`src/rtl/ets_pkg.sv`:
```
package ets_pkg;

    typedef enum logic [1:0] {
        ST_IDLE = 2'd0,
        ST_WAIT = 2'd1,
        ST_RUN  = 2'd2
    } ets_state_e;

    typedef struct packed {
        logic fire;   // a trigger slot falls due this cycle
        logic last;   // it is the final slot of the pass
    } ets_due_t;

    // width of an index counting 0..n-1, never zero
    function automatic int idx_w(input int n);
        return (n > 1) ? $clog2(n) : 1;
    endfunction

    // record slot of trigger k in pass p: time-ordered interleave
    function automatic int slot_of(input int k, input int p, input int npass);
        return k * npass + p;
    endfunction

    // delay from sync to first slot of pass p
    function automatic int pass_offset(input int p, input int shift);
        return p * shift;
    endfunction

endpackage

```
`src/rtl/ets_pacer.sv`:
```
module ets_pacer
    import ets_pkg::*;
#(
    parameter int NPASS    = 4,
    parameter int NSAMP    = 8,
    parameter int INTERVAL = 20
) (
    input  logic                        clk,
    input  logic                        rst,
    input  logic                        arm,
    input  logic [idx_w(NPASS)-1:0]     pass_idx,
    output ets_due_t                    due,
    output logic [idx_w(NSAMP)-1:0]     due_idx,
    output logic                        all_issued
);
    localparam int SHIFT = INTERVAL / NPASS;
    localparam int SW    = idx_w(NSAMP);
    localparam int TW    = $clog2(INTERVAL + 1);

    logic [TW-1:0] tick;
    logic [SW-1:0] cnt;
    logic          active;

    assign due.fire   = active && (tick == '0);
    assign due.last   = (cnt == SW'(NSAMP - 1));
    assign due_idx    = cnt;
    assign all_issued = !active;

    always_ff @(posedge clk) begin
        if (rst) begin
            active <= 1'b0;
            tick   <= '0;
            cnt    <= '0;
        end else if (arm) begin
            active <= 1'b1;
            tick   <= TW'(pass_offset(int'(pass_idx), SHIFT));
            cnt    <= '0;
        end else if (due.fire) begin
            tick <= TW'(INTERVAL - 1);
            cnt  <= cnt + 1'b1;
            if (due.last) active <= 1'b0;
        end else if (active) begin
            tick <= tick - 1'b1;
        end
    end

    // slots are at least INTERVAL apart, never back to back
    a_r4_due_spaced: assert property (@(posedge clk) disable iff (rst)
        due.fire |=> !due.fire);

    // after the last slot of a pass no further slot fires until re-armed
    a_r4_last_slot: assert property (@(posedge clk) disable iff (rst)
        (due.fire && due.last && !arm) |=> all_issued);

endmodule

```
`src/rtl/ets_launch.sv`:
```
module ets_launch
    import ets_pkg::*;
#(
    parameter int NSAMP = 8
) (
    input  logic                    clk,
    input  logic                    rst,
    input  logic                    clr,
    input  logic                    due_fire,
    input  logic [idx_w(NSAMP)-1:0] due_idx,
    input  logic                    conv_done,
    output logic                    conv_start,
    output logic                    busy,
    output logic                    pending,
    output logic                    overrun,
    output logic [idx_w(NSAMP)-1:0] fly_idx
);
    localparam int SW = idx_w(NSAMP);

    logic [SW-1:0] pend_idx;
    logic          issue_pend;

    assign issue_pend = pending && !busy;

    always_ff @(posedge clk) begin
        if (rst) begin
            conv_start <= 1'b0;
            busy       <= 1'b0;
            pending    <= 1'b0;
            overrun    <= 1'b0;
            fly_idx    <= '0;
            pend_idx   <= '0;
        end else begin
            conv_start <= 1'b0;
            if (clr) begin
                busy    <= 1'b0;
                pending <= 1'b0;
                overrun <= 1'b0;
            end else begin
                if (busy && conv_done) busy <= 1'b0;
                if (issue_pend) begin
                    conv_start <= 1'b1;
                    busy       <= 1'b1;
                    fly_idx    <= pend_idx;
                    pending    <= due_fire;
                    if (due_fire) pend_idx <= due_idx;
                end else if (due_fire) begin
                    if (!busy) begin
                        conv_start <= 1'b1;
                        busy       <= 1'b1;
                        fly_idx    <= due_idx;
                    end else if (!pending) begin
                        pending  <= 1'b1;
                        pend_idx <= due_idx;
                    end else begin
                        overrun <= 1'b1;
                    end
                end
            end
        end
    end

    // no trigger while a conversion is outstanding
    a_r6_no_start_busy: assert property (@(posedge clk) disable iff (rst)
        busy |=> !conv_start);

    // triggers are single-cycle pulses
    a_r6_start_pulse: assert property (@(posedge clk) disable iff (rst)
        conv_start |=> !conv_start);

    // overrun is sticky until cleared by an accepted start
    a_r7_overrun_sticky: assert property (@(posedge clk) disable iff (rst)
        (overrun && !clr) |=> overrun);

endmodule

```
`src/rtl/ets_store.sv`:
```
module ets_store
    import ets_pkg::*;
#(
    parameter int NPASS  = 4,
    parameter int NSAMP  = 8,
    parameter int DATA_W = 8
) (
    input  logic                                clk,
    input  logic                                rst,
    input  logic                                conv_done,
    input  logic                                busy,
    input  logic [DATA_W-1:0]                   conv_data,
    input  logic [idx_w(NSAMP)-1:0]             fly_idx,
    input  logic [idx_w(NPASS)-1:0]             pass_idx,
    output logic                                mem_we,
    output logic [idx_w(NPASS*NSAMP)-1:0]       mem_addr,
    output logic [DATA_W-1:0]                   mem_wdata
);
    localparam int DEPTH  = NPASS * NSAMP;
    localparam int ADDR_W = idx_w(DEPTH);

    logic take;
    assign take = conv_done && busy;

    always_ff @(posedge clk) begin
        if (rst) begin
            mem_we    <= 1'b0;
            mem_addr  <= '0;
            mem_wdata <= '0;
        end else begin
            mem_we <= take;
            if (take) begin
                mem_addr  <= ADDR_W'(slot_of(int'(fly_idx), int'(pass_idx), NPASS));
                mem_wdata <= conv_data;
            end
        end
    end

    // each write follows a completion of an outstanding conversion
    a_r5_write_after_done: assert property (@(posedge clk) disable iff (rst)
        mem_we |-> ($past(conv_done) && $past(busy)));

    // addresses stay inside the record
    a_r5_addr_in_range: assert property (@(posedge clk) disable iff (rst)
        mem_we |-> (int'(mem_addr) < DEPTH));

endmodule

```
`src/rtl/ets_sampler.sv`:
```
module ets_sampler
    import ets_pkg::*;
#(
    parameter int NPASS    = 4,
    parameter int NSAMP    = 8,
    parameter int INTERVAL = 20,
    parameter int DATA_W   = 8
) (
    input  logic                            clk,
    input  logic                            rst,
    input  logic                            start_cmd,
    input  logic                            sync_pulse,
    output logic                            conv_start,
    input  logic                            conv_done,
    input  logic [DATA_W-1:0]               conv_data,
    output logic                            mem_we,
    output logic [idx_w(NPASS*NSAMP)-1:0]   mem_addr,
    output logic [DATA_W-1:0]               mem_wdata,
    output logic                            acq_done,
    output logic                            overrun
);
    localparam int PW = idx_w(NPASS);
    localparam int SW = idx_w(NSAMP);

    ets_state_e    state;
    logic [PW-1:0] pass_idx;
    logic          accept, arm, pass_end, pass_last;
    ets_due_t      due;
    logic [SW-1:0] due_idx, fly_idx;
    logic          all_issued, busy, pending;

    assign accept    = (state == ST_IDLE) && start_cmd;
    assign arm       = (state == ST_WAIT) && sync_pulse;
    assign pass_last = (pass_idx == PW'(NPASS - 1));
    assign pass_end  = (state == ST_RUN) && all_issued && !busy && !pending;

    always_ff @(posedge clk) begin
        if (rst) begin
            state    <= ST_IDLE;
            pass_idx <= '0;
            acq_done <= 1'b0;
        end else begin
            unique case (state)
                ST_IDLE: if (accept) begin
                    state    <= ST_WAIT;
                    pass_idx <= '0;
                    acq_done <= 1'b0;
                end
                ST_WAIT: if (arm) state <= ST_RUN;
                ST_RUN: if (pass_end) begin
                    if (pass_last) begin
                        state    <= ST_IDLE;
                        acq_done <= 1'b1;
                    end else begin
                        state    <= ST_WAIT;
                        pass_idx <= pass_idx + 1'b1;
                    end
                end
                default: state <= ST_IDLE;
            endcase
        end
    end

    ets_pacer #(.NPASS(NPASS), .NSAMP(NSAMP), .INTERVAL(INTERVAL)) u_pacer (
        .clk       (clk),
        .rst       (rst),
        .arm       (arm),
        .pass_idx  (pass_idx),
        .due       (due),
        .due_idx   (due_idx),
        .all_issued(all_issued)
    );

    ets_launch #(.NSAMP(NSAMP)) u_launch (
        .clk       (clk),
        .rst       (rst),
        .clr       (accept),
        .due_fire  (due.fire),
        .due_idx   (due_idx),
        .conv_done (conv_done),
        .conv_start(conv_start),
        .busy      (busy),
        .pending   (pending),
        .overrun   (overrun),
        .fly_idx   (fly_idx)
    );

    ets_store #(.NPASS(NPASS), .NSAMP(NSAMP), .DATA_W(DATA_W)) u_store (
        .clk      (clk),
        .rst      (rst),
        .conv_done(conv_done),
        .busy     (busy),
        .conv_data(conv_data),
        .fly_idx  (fly_idx),
        .pass_idx (pass_idx),
        .mem_we   (mem_we),
        .mem_addr (mem_addr),
        .mem_wdata(mem_wdata)
    );

    // an accepted start clears completion and overrun
    a_r2_start_clears: assert property (@(posedge clk) disable iff (rst)
        accept |=> (!acq_done && !overrun));

    // triggers only appear inside a running pass
    a_r3_start_in_run: assert property (@(posedge clk) disable iff (rst)
        conv_start |-> (state == ST_RUN));

    // completion holds until a new start
    a_r8_done_holds: assert property (@(posedge clk) disable iff (rst)
        (acq_done && !start_cmd) |=> acq_done);

    // no record write once completion is reported
    a_r8_no_write_after_done: assert property (@(posedge clk) disable iff (rst)
        acq_done |-> !mem_we);

endmodule

```
`config.mk`:
```
export PLATFORM = sky130hd
export DESIGN_NAME = ets_sampler
export DESIGN_NICKNAME = d
export VERILOG_FILES = /design/src/rtl/ets_pkg.sv /design/src/rtl/ets_pacer.sv /design/src/rtl/ets_launch.sv /design/src/rtl/ets_store.sv /design/src/rtl/ets_sampler.sv
export SDC_FILE = /design/constraint.sdc
export NUM_CORES = 1
export LEC_CHECK = 0
export ABC_CLOCK_PERIOD_IN_PS = 5100
export BUFFER_PORTS_ARGS = -buffer_cell sky130_fd_sc_hd__buf_2
export CAP_MARGIN = 20
export CORE_MARGIN = 2
export CORE_UTILIZATION = 35
export DETAILED_ROUTE_END_ITERATION = 6
export PLACE_DENSITY = 0.52
export SETUP_SLACK_MARGIN = 0.5
export SYNTH_ARGS = -nofsm -noshare
export SYNTH_HDL_FRONTEND = slang
export SYNTH_SLANG_ARGS = --single-unit
```
`constraint.sdc`:
```
create_clock -name clk -period 5.1 [get_ports clk]
set_input_delay 0.255 -clock clk [delete_from_list [all_inputs] [get_ports clk]]
set_output_delay 0.255 -clock clk [all_outputs]
set_load 0.02 [all_outputs]
```
-- Word-level counts from Yosys, hierarchy flattened
Index checks and enable logic that the tools add are counted.
- bits in registers: 38
- logic and storage cells: 99
- input port bits: 13
- output and inout port bits: 17
- $add $sub $neg: 4
- mux-type cells: 37
- multipliers: 1
- reductions and logical operators: 29
- bitwise logic cells: 2
- equal/unequal tests: 11
- operators with widths (cell ; number):
    $mux W3 ; 8
    $mux W1 ; 17
    $reduce_and A4 Y1 ; 4
    $mux W5 ; 3
    $ne A2 B2 Y1 const B ; 7
    $mux W2 ; 6
    $reduce_bool A2 Y1 ; 5
    $logic_and A1 B1 Y1 ; 8
    $pmux W2 S3 ; 1
    $reduce_and A3 Y1 ; 2
    $add A5 B2 Y5 ; 1
    $logic_not A5 Y1 ; 1
    $mul A2 B3 Y5 const B ; 1
    $sub A5 B1 Y5 const B ; 1
    $eq A2 B2 Y1 const B ; 2
    $pmux W2 S2 ; 1
    $reduce_and A2 Y1 ; 2
    $reduce_or A2 Y1 ; 2
    $add A3 B1 Y3 const B ; 1
    $eq A3 B3 Y1 const B ; 1
    $logic_not A1 Y1 ; 3
    $reduce_bool A3 Y1 ; 1
    $add A2 B1 Y2 const B ; 1
    $eq A2 B1 Y1 const B ; 1
    other kinds (3) ; 4

-- Depth between registers and ports, before layout
- depth in word-level cells: 6
- mapped depth: 7
- gate-level depth less buffers: 6

-- Hierarchy
From an unflattened synthesis, not the netlist that was laid out.
- cell total of the unflattened synthesis: 198
- area, all modules: 1849.3 um^2
- modules (own cells, without submodules) (module ; area an instance (um^2) ; instances ; sequential area each (um^2) ; cells each):
    ets_store ; 631.9 ; 1 ; 280.3 ; 62
    ets_pacer ; 494.2 ; 1 ; 180.2 ; 60
    ets_launch ; 437.9 ; 1 ; 200.2 ; 45
    ets_sampler ; 285.3 ; 1 ; 100.1 ; 31

-- Worst setup path before layout
OpenSTA, ideal clock, no wires.
- path type: reg-to-reg
- from: register u_pacer.tick[0]
- to: register u_launch.fly_idx[0]
- arrival time: 1.506 ns
- slack: 3.473 ns
- data required time: 4.979 ns
- stages on the path, launching flop included: 8
- clock period less this slack: 1.627 ns
- library setup time: 0.121 ns
- buffers on the path: 1
- path through: dfxtp_1 > inv_1 > ha_1 > nor4b_4 > and2_4 > buf_8 > o211ai_4 > mux2_4
- word-level cells in the longest chain between the ends: 4
- RTL lines (element ; RTL line ; text):
    start, declared ; ets_pacer.sv:20 ; logic [TW-1:0] tick;
    start signal, assigned ; ets_pacer.sv:36 ; tick <= TW'(pass_offset(int'(pass_idx), SHIFT));
    start signal, assigned ; ets_pacer.sv:39 ; tick <= TW'(INTERVAL - 1);
    start signal, assigned ; ets_pacer.sv:43 ; tick <= tick - 1'b1;
    $logic_not A5 Y1 ; ets_pacer.sv:24 ; assign due.fire = active && (tick == '0);
    $logic_and A1 B1 Y1 ; ets_pacer.sv:24 ;
    $reduce_bool A2 Y1 (no line) ; n/a ;
    $reduce_and A3 Y1 (no line) ; n/a ;
    end signal, assigned ; ets_launch.sv:44 ; fly_idx <= pend_idx;
    end signal, assigned ; ets_launch.sv:51 ; fly_idx <= due_idx;
    end, declared ; ets_launch.sv:16 ; output logic [idx_w(NSAMP)-1:0] fly_idx
Every way passes these cells.
A chain may end at the register's enable or synchronous reset.

-- Final worst setup path
- from: register u_pacer.tick[0]
- to: register u_launch.fly_idx[1]
The elaborated chain is that of the path after synthesis.

==> impl_metrics.prom <==
# TYPE chip_impl_metric gauge
chip_impl_info{name="run_status",value="finished clean"} 1
chip_impl_metric{name="die_area",unit="mm^2"} 0.00538
chip_impl_metric{name="ioPinCount",unit=""} 30
chip_impl_metric{name="antenna-diode-count",unit=""} 0
chip_impl_metric{name="timing.max_cap.violations",unit=""} 0
chip_impl_metric{name="worst_ep_required_time",unit="ns"} 5.28
chip_impl_metric{name="power.share.clock",unit="%"} 39.9
chip_impl_metric{name="comb_power_share",unit="%"} 9.4
chip_impl_metric{name="antenna_violating_nets_left",unit=""} 0
chip_impl_metric{name="totalWireLength",unit="mm"} 3.25
chip_impl_info{name="worstSetupPathType",value="reg2reg"} 1
chip_impl_metric{name="syn-mean-instance-area",unit="um^2"} 8.67
chip_impl_metric{name="syn_nets",unit=""} 211
chip_impl_metric{name="synth_cells",unit=""} 194
chip_impl_metric{name="post-synth-top-area-fraction",unit="%"} 45.2
chip_impl_metric{name="area.growth.synth_to_final",unit="%"} 14.9
chip_impl_metric{name="initialDrtViolationCount",unit=""} 65
chip_impl_metric{name="layout-drive-gt1-share",unit="%"} 21.4
chip_impl_info{name="crit_path_start_kind",value="flip-flop"} 1
chip_impl_metric{name="cp_num_buf_inv",unit=""} 1
chip_impl_metric{name="ff2ff_setup_slack",unit="ns"} 3.46
chip_impl_metric{name="clk_transition_reported_paths",unit="ns"} 0.07
chip_impl_metric{name="p_int",unit="mW"} 0.475
chip_impl_metric{name="remaining_drc_errors",unit=""} 0
chip_impl_metric{name="timing.slew.headroom",unit="%"} 60.0
chip_impl_metric{name="fmax",unit="GHz"} 0.611
chip_impl_info{name="timing.critical_path.cells",value="inv_1 -> ha_1 -> nor4b_4 -> and2_4 -> o211ai_4 -> mux2_4"} 1
chip_impl_info{name="synth.top_cells.by_area",value="dfxtp_1 (45%), nand2_1 (8.9%), a21oi_1 (6.8%)"} 1
chip_impl_metric{name="floorplan.core_area",unit="mm^2"} 0.00469
chip_impl_info{name="tritoncts",value="done"} 1
chip_impl_metric{name="seq_area_frac_synth",unit="%"} 45.2
chip_impl_metric{name="drt_pre_antenna_iters",unit=""} 4
chip_impl_metric{name="num_vias",unit=""} 1321
chip_impl_metric{name="grt_max_degree",unit=""} 36
chip_impl_metric{name="finalHoldWorstSlack",unit="ns"} 0.199
chip_impl_metric{name="cts_sinks",unit=""} 38
chip_impl_metric{name="worst_ir_drop_vdd",unit="uV"} 135
chip_impl_metric{name="row_count",unit=""} 25
chip_impl_metric{name="synthesis.yosys.warnings",unit=""} 0
chip_impl_metric{name="number_of_hold_slack_violations_in_the_final_timing_report",unit=""} 0
chip_impl_metric{name="setup_viol",unit=""} 0
chip_impl_metric{name="postcts_resize_cnt",unit=""} 0
chip_impl_metric{name="timing.final.crit_share",unit="%"} 32.1
chip_impl_metric{name="switching_power_total",unit="mW"} 0.150
chip_impl_info{name="synth_area_leader_cell",value="dfxtp_1"} 1
chip_impl_metric{name="mean_routed_wirelength_per_cell",unit="um"} 11.9
chip_impl_metric{name="worst_skew_pair.late_latency",unit="ns"} 0.29
chip_impl_metric{name="port_buffers",unit=""} 29
chip_impl_metric{name="syn-cell-area",unit="mm^2"} 0.00168
chip_impl_info{name="hold_path.class",value="in2reg"} 1
chip_impl_metric{name="ctsLongestPathBuffers",unit=""} 2
chip_impl_info{name="worstSetupEndpointType",value="flip-flop"} 1
chip_impl_info{name="root_buffer",value="clkbuf_8"} 1
chip_impl_metric{name="highest_fanout_seen_on_the_critical_path",unit=""} 9
chip_impl_metric{name="worst_ep_arrival_time",unit="ns"} 1.82
chip_impl_metric{name="sw_frac_of_total",unit="%"} 24.0
chip_impl_metric{name="critical-path-max-stage-delay",unit="ns"} 0.33
chip_impl_metric{name="n_fill_cell",unit=""} 475
chip_impl_metric{name="viasPerCell",unit=""} 4.82
chip_impl_info{name="cpLargestDelayFamily",value="simple AND/OR/NAND/NOR gates"} 1
chip_impl_metric{name="vias_in_the_first_global_route",unit=""} 1160
chip_impl_metric{name="die_width",unit="um"} 73.3
chip_impl_metric{name="start_util",unit="%"} 35.8
chip_impl_metric{name="count_of_different_cell_masters_after_synthesis",unit=""} 38
chip_impl_metric{name="ys_ff_latch",unit=""} 38
chip_impl_metric{name="grt_util_all_layers",unit="%"} 13.3
chip_impl_metric{name="detailedPlacementHpwl",unit="mm"} 2.23
chip_impl_metric{name="grt_first_pass_wirelength",unit="mm"} 5.40
chip_impl_metric{name="global_route.overflow_total",unit=""} 0
chip_impl_metric{name="seq_power_share",unit="%"} 50.7
chip_impl_info{name="grt_setup_unrepaired",value="no"} 1
chip_impl_metric{name="clock_tree.htree_level_count",unit=""} 2
chip_impl_metric{name="grt_antenna_before_repair",unit=""} 0
chip_impl_metric{name="cts_hold_repair.buffers",unit=""} 0
chip_impl_metric{name="clk_skew",unit="ns"} 0.00328
chip_impl_metric{name="fin_crit",unit="ns"} 1.64
chip_impl_metric{name="gp_routability_congestion",unit=""} 0.727
chip_impl_metric{name="max_slew.worst_pin.slew",unit="ns"} 0.601
chip_impl_metric{name="power.density",unit="mW/mm^2"} 324
chip_impl_metric{name="cts_post_setup_buffers_inserted",unit=""} 0
chip_impl_metric{name="fin_tns_setup",unit="ns"} 0
chip_impl_metric{name="cts_made_buffers",unit=""} 5
chip_impl_metric{name="floorplan.die.height",unit="um"} 73.3
chip_impl_info{name="critical-path-slowest-cell",value="dfxtp_1"} 1
chip_impl_metric{name="slew_viol_final",unit=""} 0
chip_impl_metric{name="final_util",unit="%"} 41.2
chip_impl_metric{name="finalNetCount",unit=""} 236
chip_impl_metric{name="leakage_component_of_the_power",unit="nW"} 0.805
==> area by class of cell <==
type	count	area [um^2]	share of cell area [%]
clock buffers	5	68.8	3.56
repair buffers	29	145	7.51
multi-input cells	140	831	43.0
flip-flops and latches	38	761	39.4
inverters	5	18.8	0.972
clock inverters	3	40.0	2.07
well taps	54	67.6	3.50
==> cell usage in the layout, fill, tap and decap left out, drive strengths merged, types with 5 or more instances in the layout <==
| cell type | n |
|---|---|
| nand2 | 40 |
| dfxtp | 38 |
| buf | 29 |
| a21oi | 23 |
| nor2 | 21 |
| mux2i | 7 |
| inv | 5 |
| nor3 | 5 |
| o21ai | 5 |
| clkbuf | 5 |
==> power by group through the flow <==
stage	registers, mW	logic (mW)	clock network (mW)
floorplan	0.319	0.0512	0
global placement	0.324	0.0596	0
detailed placement	0.323	0.0597	0
CTS	0.316	0.0600	0.258
global route	0.319	0.0683	0.268
finish	0.317	0.0587	0.250
==> layer usage <==
metal	track usage [%]	part of all wire, %	wire [um]
met3	4.39	4.9	160
met2	20.6	43	1410
met5	0	0	0
met4	6.06	1.9	63
met1	16.7	50	1620
==> through the flow <==
stage	area (um^2)	worst slack (ns)	total power, mW	cells
CTS	1930	3.46	0.634	274
detailed placement	1820	3.47	0.383	266
floorplan	1680	3.47	0.370	194
global placement	1820	3.48	0.383	266
global route	1930	3.31	0.655	274
finish	1930	3.46	0.625	274
==> cells in the mapped netlist <==
library cell / instances
xor2_1: 1
mux2i_1: 7
nor4b_4: 1
o21ai_0: 5
buf_4: 3
nor4b_1: 1
nor2_1: 21
and2_1: 1
nand3_1: 1
dfxtp_1: 38
o221ai_1: 1
inv_1: 5
nor3_1: 5
clkbuf_1: 6
nand2_1: 40
a21oi_1: 23
and2b_1: 2
buf_6: 1
a211oi_1: 2
or3b_4: 1
o311a_2: 1
ha_1: 4
a31o_2: 1
buf_8: 1
xnor2_1: 1
a31oi_1: 3
nor3b_1: 1
mux2_2: 1
nor2b_1: 3
nand3b_1: 1
nand4_1: 2
o211ai_4: 1
nand2b_1: 2
nor4_1: 1
o21a_1: 1
mux2_4: 3
o31ai_1: 1
and2_4: 1
==> state kept, by name, summed over array words and instances (netlist names), 2 cells and up <==
signal / flops
u_pacer.due_idx: 3
u_store.mem_wdata: 8
u_pacer.tick: 5
u_store.mem_addr: 5
pass_idx: 2
u_launch.pend_idx: 3
state: 2
u_launch.fly_idx: 3
==> worst register-to-register path, cell delays in order, from the launching register on <==
cell	delay [ns]
dfxtp_1	0.33
inv_1	0.06
ha_1	0.16
nor4b_4	0.29
and2_4	0.27
o211ai_4	0.11
mux2_4	0.31
==> logic make-up after synthesis <==
logic type	share of synthesized area, %
compound gates	14.2
xor+xnor	1.04
fa+ha+maj	2.98
buf+inv	5.36
flops	45.2
mux	7.51
simple gates	23.7
==> worst paths after layout <==
| kind | from | end | depth (start not counted) |
|---|---|---|---|
| setup reg to reg | u_pacer.tick[0]$_SDFFE_PP0P_ | u_launch.fly_idx[1]$_SDFFE_PP0P_ | 6 |
| hold / removal | conv_data[1] | u_store.mem_wdata[1]$_SDFFE_PP0P_ | 3 |
| setup / recovery | u_pacer.tick[0]$_SDFFE_PP0P_ | u_launch.fly_idx[1]$_SDFFE_PP0P_ | 6 |
| hold reg to reg | u_launch.fly_idx[1]$_SDFFE_PP0P_ | u_store.mem_addr[3]$_SDFFE_PP0P_ | 2 |
(Power assumes the default switching activity.)
